==> config.mk <==
export PLATFORM = sky130hd
export DESIGN_NAME = sio_irq_pend
export DESIGN_NICKNAME = d
export VERILOG_FILES = /design/src/rtl/sio_irq_pkg.sv /design/src/rtl/sio_irq_src.sv /design/src/rtl/sio_irq_store.sv /design/src/rtl/sio_irq_req.sv /design/src/rtl/sio_irq_pend.sv
export SDC_FILE = /design/constraint.sdc
export NUM_CORES = 1
export LEC_CHECK = 0
export BUFFER_PORTS_ARGS = -buffer_cell sky130_fd_sc_hd__buf_2
export CORE_AREA = 2 2 39 41
export CTS_BUF_LIST = sky130_fd_sc_hd__clkbuf_4 sky130_fd_sc_hd__clkbuf_8
export DETAILED_ROUTE_END_ITERATION = 7
export DIE_AREA = 0 0 41 43
export PLACE_DENSITY = 0.65
export SLEW_MARGIN = 10
export SYNTH_ARGS = -nofsm -noshare
export SYNTH_HDL_FRONTEND = slang
export SYNTH_SLANG_ARGS = --single-unit
==> constraint.sdc <==
create_clock -name clk -period 1.4 [get_ports clk]
set_clock_uncertainty 0.15 [all_clocks]
set_input_delay 0.35 -clock clk [delete_from_list [all_inputs] [get_ports clk]]
set_output_delay 0.35 -clock clk [all_outputs]
set_load 0.02 [all_outputs]
==> src/rtl/sio_irq_pkg.sv <==
package sio_irq_pkg;
  localparam int NCH  = 2;
  localparam int KINDS = 3;
  localparam int RR_W = 8;
  localparam int USED_W = NCH * KINDS;

  typedef enum logic [1:0] {
    SRC_EXT = 2'd0,
    SRC_TX  = 2'd1,
    SRC_RX  = 2'd2
  } src_kind_e;

  // Channel A occupies the upper group of three bits, channel B the lower.
  function automatic int bit_pos(input int ch, input int kind);
    return ((ch == 0) ? KINDS : 0) + kind;
  endfunction
endpackage

==> src/rtl/sio_irq_src.sv <==
module sio_irq_src
  import sio_irq_pkg::*;
(
  input  logic             master_en,
  input  logic             tx_ie,
  input  logic             tx_wr,
  input  logic             rx_avail,
  input  logic             rx_on,
  input  logic             dma_on,
  output logic [KINDS-1:0] set_v
);
  always_comb begin
    set_v = '0;
    if (master_en) begin
      set_v[int'(SRC_TX)] = tx_ie & tx_wr;
      if (dma_on) set_v[int'(SRC_EXT)] = rx_avail;
      else        set_v[int'(SRC_RX)]  = rx_on & rx_avail;
    end
  end
endmodule

==> src/rtl/sio_irq_store.sv <==
module sio_irq_store
  import sio_irq_pkg::*;
(
  input  logic              clk,
  input  logic              rst_n,
  input  logic [USED_W-1:0] set_vec,
  input  logic              clr,
  output logic [USED_W-1:0] pend_q
);
  logic [USED_W-1:0] pend_d;
  logic              pend_en;

  always_comb begin
    pend_en = clr | (|set_vec);
    pend_d  = (clr ? '0 : pend_q) | set_vec;
  end

  always_ff @(posedge clk or negedge rst_n) begin
    if (!rst_n)       pend_q <= '0;
    else if (pend_en) pend_q <= pend_d;
  end

  a_r6_clear: assert property (@(posedge clk) disable iff (!rst_n)
    (clr && set_vec == '0) |=> (pend_q == '0));
  a_r7_set_wins: assert property (@(posedge clk) disable iff (!rst_n)
    (set_vec != '0) |=> ((pend_q & $past(set_vec)) == $past(set_vec)));
  a_r8_sticky: assert property (@(posedge clk) disable iff (!rst_n)
    !clr |=> ((pend_q & $past(pend_q)) == $past(pend_q)));
endmodule

==> src/rtl/sio_irq_req.sv <==
module sio_irq_req
  import sio_irq_pkg::*;
(
  input  logic [USED_W-1:0] pend_q,
  input  logic              master_en,
  input  logic [NCH-1:0]    tx_ie,
  input  logic              rx_on,
  input  logic              dma_on,
  output logic              irq
);
  logic [NCH-1:0] tx_hit, rx_hit, ext_hit;

  always_comb begin
    for (int c = 0; c < NCH; c++) begin
      tx_hit[c]  = pend_q[bit_pos(c, int'(SRC_TX))] & tx_ie[c];
      rx_hit[c]  = pend_q[bit_pos(c, int'(SRC_RX))] & rx_on;
      ext_hit[c] = pend_q[bit_pos(c, int'(SRC_EXT))] & dma_on;
    end
    irq = master_en & ((|tx_hit) | (|rx_hit) | (|ext_hit));
  end
endmodule

==> src/rtl/sio_irq_pend.sv <==
module sio_irq_pend
  import sio_irq_pkg::*;
(
  input  logic            clk,
  input  logic            rst_n,
  input  logic            master_en,
  input  logic [NCH-1:0]  tx_ie,
  input  logic [1:0]      rx_mode,
  input  logic            dma_mode,
  input  logic [NCH-1:0]  rx_avail,
  input  logic [NCH-1:0]  tx_wr,
  input  logic            pend_rd_a,
  input  logic            pend_rd_b,
  input  logic [NCH-1:0]  data_rd,
  output logic [RR_W-1:0] pend_rr,
  output logic            irq,
  output logic            rd_err
);
  logic              rx_on;
  logic              clr;
  logic [KINDS-1:0]  set_ch [NCH];
  logic [USED_W-1:0] set_vec;
  logic [USED_W-1:0] pend_q;
  logic              err_d;

  assign rx_on = |rx_mode;
  assign clr   = pend_rd_a | (|data_rd);

  for (genvar c = 0; c < NCH; c++) begin : g_src
    sio_irq_src u_src (
      .master_en (master_en),
      .tx_ie     (tx_ie[c]),
      .tx_wr     (tx_wr[c]),
      .rx_avail  (rx_avail[c]),
      .rx_on     (rx_on),
      .dma_on    (dma_mode),
      .set_v     (set_ch[c])
    );
  end

  always_comb begin
    set_vec = '0;
    for (int c = 0; c < NCH; c++)
      for (int k = 0; k < KINDS; k++)
        set_vec[bit_pos(c, k)] = set_ch[c][k];
  end

  sio_irq_store u_store (
    .clk     (clk),
    .rst_n   (rst_n),
    .set_vec (set_vec),
    .clr     (clr),
    .pend_q  (pend_q)
  );

  sio_irq_req u_req (
    .pend_q    (pend_q),
    .master_en (master_en),
    .tx_ie     (tx_ie),
    .rx_on     (rx_on),
    .dma_on    (dma_mode),
    .irq       (irq)
  );

  assign pend_rr = {{(RR_W-USED_W){1'b0}}, pend_q};

  assign err_d = pend_rd_b;
  always_ff @(posedge clk or negedge rst_n) begin
    if (!rst_n) rd_err <= 1'b0;
    else        rd_err <= err_d;
  end

  a_r5_master_gate: assert property (@(posedge clk) disable iff (!rst_n)
    !master_en |-> !irq);
  a_r9_no_pend_no_irq: assert property (@(posedge clk) disable iff (!rst_n)
    (pend_rr == '0) |-> !irq);
  a_r10_err_flag: assert property (@(posedge clk) disable iff (!rst_n)
    pend_rd_b |=> rd_err);
  a_r10_err_keeps: assert property (@(posedge clk) disable iff (!rst_n)
    (pend_rd_b && !pend_rd_a && data_rd == '0 && set_vec == '0) |=> $stable(pend_rr));
endmodule

## Yosys cells after proc, flatten, opt, wreduce, memory -nomap -nowiden

Cells that the tools add are included.
W data, S select, Z words.

- Muxes and demuxes: 7
- Bitwise logic cells: 16
- Reductions and logical operators: 6

Operators by type and width:

| kind | count |
|---|---|
| $and A1 B1 Y1 | 11 |
| $reduce_or A2 Y1 | 5 |
| $mux W3 | 2 |
| $mux W6 | 1 |
| $or A6 B6 Y6 | 1 |
| $reduce_or A6 Y1 | 1 |
| $mux W1 | 4 |
| $or A1 B1 Y1 | 4 |

- Flip-flop bits (word level): 7
- Input port bits: 16
- Logic and storage cells: 31

## Depth between registers and ports, before layout

- Depth in word-level cells: 6
- Gate-level depth with buffers: 2

## Modules after synthesis

Synthesis repeated with hierarchy kept, for this count alone.

- Cells, all modules: 30
- Area, all modules: 335.3 um2

Modules (own cells, without submodules):

| module | times used | cells an instance | area each (um2) | sequential area each (um2) |
|---|---|---|---|---|
| sio_irq_store | 1 | 13 | 198.9 | 150.1 |
| sio_irq_pend | 1 | 6 | 56.3 | 25.0 |
| sio_irq_src | 2 | 3 | 23.8 | 0.0 |
| sio_irq_req | 1 | 5 | 32.5 | 0.0 |

## Worst setup path after synthesis

Ideal clock, no wire load.

- Kind: reg2out
- From: register u_store.pend_q[1]
- To: output port irq
- Data arrival time: 0.997 ns
- Data required time: 0.900 ns
- Slack: -0.097 ns
- Cell stages (with the launch flop): 3
- Path buffers: 0
- Path through: dfrtp_1 > a22oi_1 > a31oi_1

- Longest elaborated chain between the ends: 5

Ends and longest elaborated chain:

| element | line | RTL |
|---|---|---|
| from (decl) | sio_irq_store.sv:8 | `output logic [USED_W-1:0] pend_q` |
| from (signal assigned) | sio_irq_store.sv:20 | `else if (pend_en) pend_q <= pend_d;` |
| $and A1 B1 Y1 | sio_irq_req.sv:15 | `tx_hit[c] = pend_q[bit_pos(c, int'(SRC_TX))] & tx_ie[c];` |
| $reduce_or A2 Y1 | sio_irq_req.sv:19 | `irq = master_en & ((\|tx_hit) \| (\|rx_hit) \| (\|ext_hit));` |
| $or A1 B1 Y1 (2 in series) | sio_irq_req.sv:19 |  |
| $and A1 B1 Y1 | sio_irq_req.sv:19 |  |
| to (decl) | sio_irq_pend.sv:16 | `output logic irq,` |

Every way passes these cells.

## Worst setup path after layout

Same ends and word-level chain as after synthesis.

==> impl_metrics.tcl <==
set metrics [dict create \
    finalMaxSlewViolations 0 \
    fp.dieArea_sq_um 1763 \
    area_delta_synth_final_pct 71.71 \
    hp-class "in -> reg" \
    cts_sinks 7 \
    seq_area_sq_um 175.2 \
    layout-drive-gt1-share_pct 63.64 \
    nFillCells 149 \
    final_core_util_pct 38.97 \
    grt_pass1_vias 325 \
    initial_utilization_pct 22.69 \
    ir_drop_mv 0.3213 \
    drc_errors 0 \
    fp.dieH_microns 43 \
    ys_seq_area_share_pct 55.78 \
    hp-start "pend_rd_b" \
    antenna_left 0 \
    r2r_cells 2 \
    end_kind "output port" \
    cts.path.max_buffers 2 \
    synth_area_sq_um 314.1 \
    cp-start-kind "flip-flop" \
    crit_path_end "irq" \
    path_class "reg -> out" \
    worstPathRequired_ns 0.90 \
    htree_levels 1 \
    rsz0062_at_grt "yes" \
    grt_usage_pct 10.25 \
    synth_cell_types 12 \
    outcome "finished with violations" \
    startpoint "u_store.pend_q[1]$_DFFE_PN0P_" \
    antenna_cells 0 \
    max-cap-violations 0 \
    cts-root-buf "clkbuf_4" \
    violations "setup timing" \
    grt_max_degree 8 \
    fin_ws_ns -0.1935 \
    crit-reg2reg-launch "u_store.pend_q[5]$_DFFE_PN0P_" \
    ioPinCount 26 \
    yosysTopAreaCellShare_pct 55.78 \
    crit_arrival_ns 1.09 \
    finalCriticalPeriod_ns 1.593 \
    antenna_found_initial 0 \
    multi_input_area_sq_um 135.1 \
    cts_tree "built" \
    routed_wl_microns 755 \
    drtPass1Iterations 4 \
    hold_viol_final 0 \
    grt_pass1_wl_mm 1.186 \
    clk_latency_ns 0.24 \
    vias 311 \
    final-setup-viol-count 1 \
    drtIter0Drc 3 \
    vias_per_cell 4.380 \
    clk_pin_slew_worst_paths_ns 0.05 \
    timing.rr.end "u_store.pend_q[5]$_DFFE_PN0P_" \
    port_buffers 23 \
    r2r_setup_slack_ns 0.44 \
    gp_congestion 0.5902 \
    rows 14 \
    grt-ovfl-total 0 \
    numCtsBuffers 3 \
    die_w_microns 41 \
    wire_per_inst_microns 10.63 \
    fmax_mhz 627.6 \
    synth.avg_cell_area_sq_um 13.09 \
    ys_warn_count 0 \
    synth_top_cell_by_area "dfrtp_1" \
    synth_cells 24 \
    powerDensity_nw_per_um2 964.1 \
    layout.nets 72 \
    leakage_nw 0.2750 \
    post-route-period-util_pct 113.8 \
    ys_seq_elements 7 \
    crit_fanout 3 \
    tns_ns -0.1935 \
    synth_area_leaders "dfrtp_1, a32o_1, nor3_4" \
    core_sq_um 1384 \
    dpl.hpwl_microns 641.2 \
]
[worst max-delay path, stage by stage, from the launching register on]
cell and delay [ns]:
dfrtp_1 0.39, a22oi_2 0.19, a31oi_2 0.10, buf_2 0.17
[timing repair]
action / 4_1_cts / 5_1_grt
setup endpoints to repair: 3 / 3
hold endpoints to repair: 7 / 0
gates resized for setup: 6 / 2
hold buffers: 1 / 0
setup buffers: 1 / 0
[worst min-delay path by stage]
stage / cells after the start / end / slack, ns
final: 1 / rd_err$_DFF_PN0_ / 0.06
after global placement: 1 / rd_err$_DFF_PN0_ / 0.04
after floorplan: 0 / rd_err$_DFF_PN0_ / -0.1
after global routing: 1 / rd_err$_DFF_PN0_ / 0.05
after detailed placement: 1 / rd_err$_DFF_PN0_ / 0.04
after CTS: 1 / rd_err$_DFF_PN0_ / 0.05
[synthesized netlist by cell type]
master,number
inv_1,1
a32o_1,6
o22ai_1,1
o21ai_0,1
or2_1,1
a31oi_1,1
conb_1,1
dfrtp_1,7
nor2b_2,1
nor3_4,1
buf_4,2
a22oi_1,1
[through the flow]
stage	cell area [sq um]	hold slack, ns	instances	setup WS, ns	total power, mW
after global placement	474.2	0.03776	66	-0.06410	0.3153
after global routing	539.3	0.05476	71	-0.2659	0.5463
after CTS	531.8	0.04736	71	-0.2139	0.5287
after floorplan	324.1	-0.09559	25	0.001303	0.2662
final	539.3	0.05647	71	-0.1935	0.5199
after detailed placement	474.2	0.03819	66	-0.08696	0.3170
[state kept, by name, indices dropped and copies added (netlist names)]
register	count
rd_err	1
u_store.pend_q	6
[area by class of cell]
cell class                      count  share of cell area [%]
Timing Repair Buffer               28                   32.48
Sequential cell                     7                   32.48
Tap cell                           16                   3.712
Multi-Input combinational cell     15                   25.06
Inverter                            1                  0.6961
Clock buffer                        4                   5.568
[cell families after synthesis]
| kind of cell | after synthesis | share of synthesized area [%] |
|---|---|---|
| AOI/OAI and AO/OA | 10 | 27.09 |
| buffers and inverters | 3 | 5.974 |
| DFF | 7 | 55.78 |
| other | 1 | 1.194 |
| and+or+nand+nor | 3 | 9.963 |
[routing by layer]
metal | up-vias | global-route usage [%] | wire length, microns
li1 | 155 | - | -
met1 | 146 | 10.33 | 254
met2 | 10 | 16.25 | 444
met3 | 0 | 3.141 | 57
met4 | 0 | 8.000 | 0
met5 | - | 0 | 0
[layout by cell type (no fill, tap or decap), drive strengths merged]
cell and n:
a31oi 1, nor2b 1, o21ai 1, or2 1, dlygate4sd3 1, clkbuf 4, buf 27, o22ai 1
nor3 1, a32o 6, dfrtp 7, inv 1, conb 2, a22oi 1
[power breakdown]
group,switching [mW],leakage (nW),total (mW),internal (mW)
Sequential,0.00618,0.0923,0.218,0.212
Clock,0.0697,0.0184,0.198,0.128
Combinational,0.0536,0.164,0.104,0.0505
(Power assumes the default switching activity.)
